## src/rtl/dxc_pkg.sv

```systemverilog
package dxc_pkg;

    typedef enum logic [1:0] {
        FN_IDLE  = 2'b00,
        FN_READ  = 2'b01,
        FN_WRITE = 2'b10,
        FN_CHECK = 2'b11
    } fn_code_e;

    typedef struct packed {
        logic     ie;
        fn_code_e code;
    } fn_word_t;

    // status / event layout, bit 0 first from the right
    typedef struct packed {
        logic cmd;
        logic late;
        logic lock;
        logic mismatch;
        logic parity;
        logic done;
    } ev_t;

    localparam int ST_BITS = $bits(ev_t);

    function automatic logic is_stop(input ev_t e);
        return e.done | e.parity | e.mismatch | e.lock;
    endfunction

    function automatic logic any_data_err(input ev_t e);
        return e.parity | e.mismatch | e.lock;
    endfunction

endpackage

```

## src/rtl/dxc_fn_regs.sv

```systemverilog
module dxc_fn_regs
    import dxc_pkg::*;
(
    input  logic     clk,
    input  logic     rst,
    input  logic     ld,
    input  logic     ex,
    input  fn_word_t wdata,
    input  logic     term,
    output fn_word_t armed,
    output fn_code_e running,
    output logic     start,
    output logic     cmd_bad
);
    logic busy;

    always_comb begin
        busy    = (running != FN_IDLE);
        start   = ex && !busy && (armed.code != FN_IDLE);
        cmd_bad = ((ld || ex) && busy) || (ex && !busy && (armed.code == FN_IDLE));
    end

    always_ff @(posedge clk) begin
        if (rst) begin
            armed   <= '0;
            running <= FN_IDLE;
        end else begin
            if (ld && !busy)
                armed <= wdata;
            if (term)
                running <= FN_IDLE;
            else if (start)
                running <= armed.code;
        end
    end

    // execution only begins on an execute command
    p_exec_needs_cmd_r3: assert property (@(posedge clk) disable iff (rst)
        (running != FN_IDLE && $past(running) == FN_IDLE) |-> $past(ex));

    // staged function cannot change while running
    p_armed_hold_r11: assert property (@(posedge clk) disable iff (rst)
        (running != FN_IDLE) |=> $stable(armed));

endmodule

```

## src/rtl/dxc_xfer_seq.sv

```systemverilog
module dxc_xfer_seq
    import dxc_pkg::*;
#(
    parameter int W = 18
) (
    input  logic         clk,
    input  logic         rst,
    input  fn_code_e     running,
    input  logic         start,
    input  fn_code_e     start_code,
    input  logic         addr_hit,
    input  logic         word_strobe,
    input  logic [W-1:0] disk_word,
    input  logic         parity_err,
    input  logic         protect,
    input  logic         chan_ack,
    input  logic         last_word,
    input  logic [W-1:0] chan_wdata,
    output logic         req,
    output logic [W-1:0] buf_q,
    output logic         shift_load,
    output ev_t          ev
);
    logic         full;
    logic         last_held;
    logic         rd_mode;
    logic [W-1:0] diff;
    logic         mismatch;
    logic         slot, is_rd, is_wr, is_ck, consume, served;

    // per-bit comparison lanes for write-check
    for (genvar i = 0; i < W; i++) begin : g_cmp
        assign diff[i] = buf_q[i] ^ disk_word[i];
    end
    assign mismatch = |diff;

    always_comb begin
        slot    = addr_hit && word_strobe;
        is_rd   = (running == FN_READ);
        is_wr   = (running == FN_WRITE);
        is_ck   = (running == FN_CHECK);
        served  = chan_ack && req;
        consume = (is_wr || is_ck) && slot && full && !(is_wr && protect);
        ev      = '0;
        if (is_rd) begin
            if (served && last_word)
                ev.done = 1'b1;
            if (slot) begin
                if (req && !chan_ack)
                    ev.late = 1'b1;
                if (parity_err)
                    ev.parity = 1'b1;
            end
        end else if ((is_wr || is_ck) && slot) begin
            if (is_wr && protect)
                ev.lock = 1'b1;
            else if (!full)
                ev.late = 1'b1;
            else if (is_ck && parity_err)
                ev.parity = 1'b1;
            else if (is_ck && mismatch)
                ev.mismatch = 1'b1;
            else if (last_held)
                ev.done = 1'b1;
        end
    end

    always_ff @(posedge clk) begin
        if (rst) begin
            req        <= 1'b0;
            full       <= 1'b0;
            last_held  <= 1'b0;
            rd_mode    <= 1'b0;
            buf_q      <= '0;
            shift_load <= 1'b0;
        end else begin
            shift_load <= consume && is_wr;
            if (start) begin
                req       <= (start_code != FN_READ);
                rd_mode   <= (start_code == FN_READ);
                full      <= 1'b0;
                last_held <= 1'b0;
            end else begin
                if (served) begin
                    req <= 1'b0;
                    if (!rd_mode) begin
                        buf_q     <= chan_wdata;
                        full      <= 1'b1;
                        last_held <= last_word;
                    end
                end
                if (is_rd && slot) begin
                    buf_q <= disk_word;
                    req   <= 1'b1;
                end
                if (consume) begin
                    full <= 1'b0;
                    req  <= !last_held;
                end
                if (is_stop(ev) && !is_rd)
                    req <= 1'b0;
            end
        end
    end

    // never ask for a word while one is still held
    p_no_need_when_full_r6: assert property (@(posedge clk) disable iff (rst)
        !rd_mode |-> !(req && full));

    // serializer hand-off only follows a write-mode slot
    p_shift_write_r6: assert property (@(posedge clk) disable iff (rst)
        shift_load |-> ($past(running) == FN_WRITE && $past(slot)));

    // a protected write slot never hands a word on
    p_lock_no_shift_r8: assert property (@(posedge clk) disable iff (rst)
        (is_wr && slot && protect) |=> !shift_load);

endmodule

```

## src/rtl/dxc_status.sv

```systemverilog
module dxc_status
    import dxc_pkg::*;
(
    input  logic clk,
    input  logic rst,
    input  ev_t  ev,
    input  logic clr,
    input  logic ie,
    output ev_t  st,
    output logic flag,
    output logic irq
);
    always_ff @(posedge clk) begin
        if (rst || clr) begin
            st <= '0;
        end else begin
            if (ev.done) st.done <= 1'b1;
            if (ev.late) st.late <= 1'b1;
            if (ev.cmd)  st.cmd  <= 1'b1;
            if (!any_data_err(st)) begin
                if (ev.parity)        st.parity   <= 1'b1;
                else if (ev.mismatch) st.mismatch <= 1'b1;
                else if (ev.lock)     st.lock     <= 1'b1;
            end
        end
    end

    always_comb begin
        flag = is_stop(st);
        irq  = flag && ie;
    end

    // data errors are mutually exclusive
    p_one_error_r9: assert property (@(posedge clk) disable iff (rst)
        $countones({st.parity, st.mismatch, st.lock}) <= 1);

    // warnings alone never raise the flag
    p_warn_quiet_r10: assert property (@(posedge clk) disable iff (rst)
        ((ev.late || ev.cmd) && !is_stop(ev) && !flag) |=> !flag);

    // clear drops everything
    p_clear_r12: assert property (@(posedge clk) disable iff (rst)
        clr |=> (st == '0));

endmodule

```

## src/rtl/dxc_xfer_ctrl.sv

```systemverilog
module dxc_xfer_ctrl
    import dxc_pkg::*;
#(
    parameter int W = 18
) (
    input  logic               clk,
    input  logic               rst,
    input  logic               sw_load,
    input  logic               sw_exec,
    input  logic               sw_clear,
    input  logic [2:0]         sw_fn,
    input  logic               addr_hit,
    input  logic               word_strobe,
    input  logic [W-1:0]       disk_word,
    input  logic               parity_err,
    input  logic               protect,
    input  logic               chan_ack,
    input  logic               last_word,
    input  logic [W-1:0]       chan_wdata,
    output logic               req,
    output logic [W-1:0]       buf_q,
    output logic               shift_load,
    output logic [ST_BITS-1:0] status,
    output logic [2:0]         fn_armed,
    output logic [1:0]         fn_running,
    output logic               disk_flag,
    output logic               irq
);
    fn_word_t armed;
    fn_code_e running;
    logic     start, cmd_bad, term;
    ev_t      ev_seq, ev_all, st;

    dxc_fn_regs u_fn (
        .clk     (clk),
        .rst     (rst),
        .ld      (sw_load),
        .ex      (sw_exec),
        .wdata   (fn_word_t'(sw_fn)),
        .term    (term),
        .armed   (armed),
        .running (running),
        .start   (start),
        .cmd_bad (cmd_bad)
    );

    dxc_xfer_seq #(.W(W)) u_seq (
        .clk         (clk),
        .rst         (rst),
        .running     (running),
        .start       (start),
        .start_code  (armed.code),
        .addr_hit    (addr_hit),
        .word_strobe (word_strobe),
        .disk_word   (disk_word),
        .parity_err  (parity_err),
        .protect     (protect),
        .chan_ack    (chan_ack),
        .last_word   (last_word),
        .chan_wdata  (chan_wdata),
        .req         (req),
        .buf_q       (buf_q),
        .shift_load  (shift_load),
        .ev          (ev_seq)
    );

    always_comb begin
        term       = is_stop(ev_seq);
        ev_all     = ev_seq;
        ev_all.cmd = cmd_bad;
    end

    dxc_status u_st (
        .clk  (clk),
        .rst  (rst),
        .ev   (ev_all),
        .clr  (sw_clear),
        .ie   (armed.ie),
        .st   (st),
        .flag (disk_flag),
        .irq  (irq)
    );

    assign status     = st;
    assign fn_armed   = armed;
    assign fn_running = running;

    // whenever the flag goes up the operation has already stopped
    p_flag_stops_r4: assert property (@(posedge clk) disable iff (rst)
        $rose(disk_flag) |-> (fn_running == 2'b00));

    // termination leaves the staged function alone
    p_term_keeps_armed_r4: assert property (@(posedge clk) disable iff (rst)
        (term && !sw_load) |=> $stable(fn_armed));

endmodule

```

## config.mk

```make
export PLATFORM = sky130hd
export DESIGN_NAME = dxc_xfer_ctrl
export DESIGN_NICKNAME = d
export VERILOG_FILES = /design/src/rtl/dxc_pkg.sv /design/src/rtl/dxc_fn_regs.sv /design/src/rtl/dxc_xfer_seq.sv /design/src/rtl/dxc_status.sv /design/src/rtl/dxc_xfer_ctrl.sv
export SDC_FILE = /design/constraint.sdc
export NUM_CORES = 1
export LEC_CHECK = 0
export BUFFER_PORTS_ARGS = -buffer_cell sky130_fd_sc_hd__buf_2
export CAP_MARGIN = 30
export CORE_ASPECT_RATIO = 0.6
export CORE_MARGIN = 4
export CORE_UTILIZATION = 47
export CTS_CLUSTER_SIZE = 8
export DETAILED_ROUTE_END_ITERATION = 7
export HOLD_SLACK_MARGIN = 0.15
export PLACE_DENSITY = 0.79
export SYNTH_ARGS = -nofsm -noshare
export SYNTH_HDL_FRONTEND = slang
export SYNTH_SLANG_ARGS = --single-unit
```

## constraint.sdc

```tcl
create_clock -name clk -period 2 [get_ports clk]
set_input_delay 0.2 -clock clk [delete_from_list [all_inputs] [get_ports clk]]
set_output_delay 0.2 -clock clk [all_outputs]
set_load 0.05 [all_outputs]
```

# Yosys cells after proc, flatten, opt, wreduce, memory -nomap -nowiden
# Cells that the tools add are included.
# W data, S select, Z words.
dict set report word_totals {
  ff_bits 34
  mem_bits_ro 0
  word_cells 122
  out_inout_bits 33
  inputBits 50
  latchBits 0
  mem_count 0
  mem_bits_rw 0
}
dict set report op_classes {
  reduce_logical 42
  eq_ne 6
  bitwise 31
  multipliers 0
  n_div 0
  mux 28
  shift 0
  magnitude_cmp 0
  add_sub_neg 0
}
# cell count
set ops {}
lappend ops {{$mux W18} 3}
lappend ops {{$mux W1} 20}
lappend ops {{$logic_and A1 B1 Y1} 19}
lappend ops {{$reduce_or A18 Y1} 1}
lappend ops {{$xor A1 B1 Y1} 18}
lappend ops {{$or A1 B1 Y1} 8}
lappend ops {{$mux W3} 2}
lappend ops {{$reduce_and A3 Y1} 2}
lappend ops {{$reduce_bool A2 Y1} 3}
lappend ops {{$logic_not A1 Y1} 5}
lappend ops {{$mux W5} 1}
lappend ops {{$not A1 Y1} 5}
lappend ops {{$reduce_bool A5 Y1} 1}
lappend ops {{$eq A2 B1 Y1 const B} 2}
lappend ops {{$eq A2 B2 Y1 const B} 2}
lappend ops {{$logic_or A1 B1 Y1} 4}
lappend ops {{$mux W2} 2}
lappend ops {{$reduce_and A2 Y1} 2}
lappend ops {{$reduce_and A4 Y1} 1}
lappend ops {{$reduce_or A2 Y1} 2}
lappend ops {{$reduce_or A3 Y1} 1}
lappend ops {{$logic_not A2 Y1} 1}
lappend ops {{$ne A2 B1 Y1 const B} 1}
lappend ops {{$ne A2 B2 Y1 const B} 1}

# Logic depth before layout (Yosys ltp)
dict set report logic_depth {
  word_depth 15
  depth_mapped 7
}

# Hierarchy
# Synthesis repeated with hierarchy kept, for this count alone.
dict set report unflattened {
  cells_unflattened 195
  area_unflattened_um2 1888.1
}
# mod area_per_inst_um2 cells_per_inst n_inst
set modules_own_cells {}
lappend modules_own_cells {dxc_xfer_seq 1407.6 151 1}
lappend modules_own_cells {dxc_fn_regs 252.7 24 1}
lappend modules_own_cells {dxc_status 220.2 19 1}
lappend modules_own_cells {dxc_xfer_ctrl 7.5 1 1}

# Worst setup path after synthesis
# No wires, ideal clock.
dict set report synth_path {
  kind {register to output}
  from {reg, netlist name u_st.st[3]}
  to {out irq}
  stages_incl_launch_ff 3
  required_ns 1.800
  t_arrival_ns 1.770
  path_slack_ns 0.030
  cell_sequence {dfxtp_1 > or4_1 > and2_1}
}
dict set report synth_via {
  elab_chain_cells 2
}
# item line
set synth_lines {}
lappend synth_lines {{$or A1 B1 Y1} dxc_pkg.sv:28} ;# return e.done | e.parity | e.mismatch | e.lock;
lappend synth_lines {{named net disk_flag} dxc_xfer_ctrl.sv:26} ;# output logic disk_flag,
lappend synth_lines {{$logic_and A1 B1 Y1} dxc_status.sv:30} ;# irq = flag && ie;
lappend synth_lines {{to (decl)} dxc_xfer_ctrl.sv:27} ;# output logic irq
# The timed path passes the listed nets, and every way through them passes these cells.

# Worst setup path after layout
dict set report layout_path {
  from {reg, netlist name u_st.st[3]}
  to {out irq}
}
dict set report layout_via {
  elab_chain_cells 2
}
# item line
set layout_lines {}
lappend layout_lines {{$or A1 B1 Y1} dxc_pkg.sv:28}
lappend layout_lines {{$logic_and A1 B1 Y1} dxc_status.sv:30}
# No other way between the ends.

==> impl_metrics.json <==
{
  "syn-num-nets": 249,
  "comb_power_share_pct": 20.8,
  "place_area_sq_um": 2360,
  "holdCritPathClass": "in -> reg",
  "setup_violations": 0,
  "status": "completed",
  "viasPerCell": 5.45,
  "antenna_cells": 0,
  "post_synth_most_frequent_cells": "dfxtp_1, nor2_1, mux2i_1",
  "grt_antenna_before_repair": 0,
  "reg2reg_from": "u_fn.running[0]",
  "area_delta_synth_final_pct": 29.9,
  "clkSlewWorstSetupHoldPaths_ps": 70,
  "cts_resized": 0,
  "p_per_area_nw_per_um2": 650,
  "port_buffers": 82,
  "root_buffer": "clkbuf_8",
  "r2r_slack_ps": 200,
  "worstHoldStart": "sw_fn[1]",
  "p_leak_nw": 1.21,
  "dieArea_sq_um": 5140,
  "synth-edff-count": 0,
  "cts_tree": "built",
  "critical_path_class": "reg -> out",
  "grt_max_degree": 37,
  "drt_pass1_iterations": 5,
  "n_fill_cell": 314,
  "seq_area_frac_synth_pct": 36.0,
  "wl_um": 4860,
  "drive_gt1_share_pct": 42.0,
  "grt_usage_pct": 19.4,
  "rows": 17,
  "synth-seq-cells": 34,
  "grt_pass1_wl_um": 8050,
  "synth_most_common_cell": "dfxtp_1",
  "grt_pass1_vias": 1710,
  "clock-sinks": 34,
  "p_seq_share_pct": 45.5,
  "die_h_um": 57.2,
  "required_ps": 1800,
  "gp_congestion": 0.815,
  "num_vias": 1799,
  "syn-instance-count": 199,
  "end_kind": "output pin",
  "pin_count": 83,
  "hold_ws_ps": 162,
  "cp-start-kind": "register",
  "synth_top_area_share_pct": 36.0,
  "grt-ovfl-total": 0,
  "syn-cell-area_sq_um": 1890,
  "p_int_mw": 1.10,
  "hold_viol_final": 0,
  "fin_cells": 330,
  "power.share.clock_pct": 33.6,
  "fin_ws_ps": 173,
  "hold_buffers": 0,
  "switching_share_pct": 31.2,
  "cp-startpoint": "u_st.st[3]",
  "htreeDepth": 2,
  "synthDistinctLibCells": 45,
  "synthTopCellsByArea": "dfxtp_1, mux2i_1, a211oi_2",
  "final_nets": 332,
  "hpwl_um": 3770,
  "finalCriticalPeriod_ps": 1830,
  "finalSetupTns_ps": 0,
  "ys.flop_type": "dfxtp_1",
  "clk_path_buf_depth": 2,
  "final_area_sq_um": 2460,
  "drc": 0,
  "numCtsBuffers": 5,
  "peakVddDrop_v": 0.000417,
  "timing.final.crit_share_pct": 91.4,
  "fmax_ghz": 0.547,
  "ant_nets": 0,
  "post-place-ws_ps": 221,
  "switchingPower_mw": 0.498,
  "timing.slew.headroom_pct": 66.5,
  "async_reset_ff_share_pct": 0,
  "clkLatencyLatePin_ps": 280,
  "first_iter_violations": 64,
  "rsz0062_at_grt": "false",
  "die_w_um": 89.9,
  "fin_total_pwr_mw": 1.60,
  "yosysTopAreaCell": "dfxtp_1",
  "worstPathMaxFanout": 5,
  "placed_cells_incl_taps": 322,
  "fin_util_pct": 65.3,
  "crit_arrival_ps": 1630,
  "postCtsSetupRepairBufs": 0,
  "core-area_sq_um": 3760,
  "clock_skew_ps": 2.21,
  "yosysWarnings": 0,
  "wire_per_inst_um": 14.7,
  "drv_cap": 0,
  "worstMarginPinSlew_ps": 501,
  "syn_area_per_cell_sq_um": 9.51,
  "initial_utilization_pct": 50.3,
  "slew_violations": 0
}
==> worst max-delay path, stage by stage, from the launching register on <==
cell and delay (ps):
dfxtp_1 350, or4_1 600, and2_1 190, buf_2 200
==> power groups by stage <==
stage / clock, mW / combinational [mW] / sequential [mW]
CTS: 0.541 / 0.334 / 0.728
detailed placement: 0 / 0.332 / 0.743
finish: 0.537 / 0.333 / 0.728
global placement: 0 / 0.329 / 0.742
global route: 0.573 / 0.361 / 0.733
floorplan: 0 / 0.148 / 0.814
==> logic make-up (layout without fill, tap and decap cells) <==
| family | after synthesis | count (layout) | share of synthesized area (%) |
|---|---|---|---|
| buffers and inverters | 13 | 97 | 3.63 |
| muxes | 20 | 20 | 10.6 |
| xor gates and xnor gates | 18 | 18 | 8.33 |
| AOI/OAI and AO/OA | 43 | 43 | 20.4 |
| and+or+nand+nor | 71 | 71 | 21.0 |
| DFF | 34 | 34 | 36.0 |
==> worst paths after layout <==
kind / to / cells after the start
max reg2reg: u_seq.buf_q[13] / 6
min: u_fn.armed[1] / 3
min reg2reg: u_st.st[4] / 1
max: irq / 3
==> cell type report <==
class                           instances  area, sq um  share of cell area [%]
Tap cell                               47         58.8                    2.39
Timing Repair Buffer                   87          473                    19.2
Clock inverter                          2         12.5                   0.509
Inverter                                2         7.51                   0.305
Multi-Input combinational cell        152         1140                    46.5
Clock buffer                            6         82.6                    3.36
Sequential cell                        34          681                    27.7
==> layout by cell type (no fill, tap or decap), drive strengths merged, types with 2 or more instances in the layout <==
cell,count
dfxtp,34
nand2,15
nor4,8
nand3,8
a31oi,3
xor2,16
nor4b,2
xnor2,2
inv,2
o32ai,2
o31a,2
a211oi,18
buf,87
nand4,2
and3b,2
clkbuf,6
o21a,4
nor3,2
o2111ai,2
a21oi,6
nor2,24
mux2i,19
nor2b,2
==> registers in the layout (all words and copies together), names as in the netlist <==
register,flops
u_fn.running,2
u_seq.buf_q,18
u_seq.full,1
u_seq.shift_load,1
u_fn.armed,3
u_st.st,6
u_seq.rd_mode,1
u_seq.req,1
u_seq.last_held,1
==> metal layers <==
metal,share of wire (%),track usage (%)
met4,0.49,4.79
met2,42,27.6
met5,0,0
met3,6.7,6.72
met1,51,27.9
No activity file was read; power rests on OpenSTA's default activity.
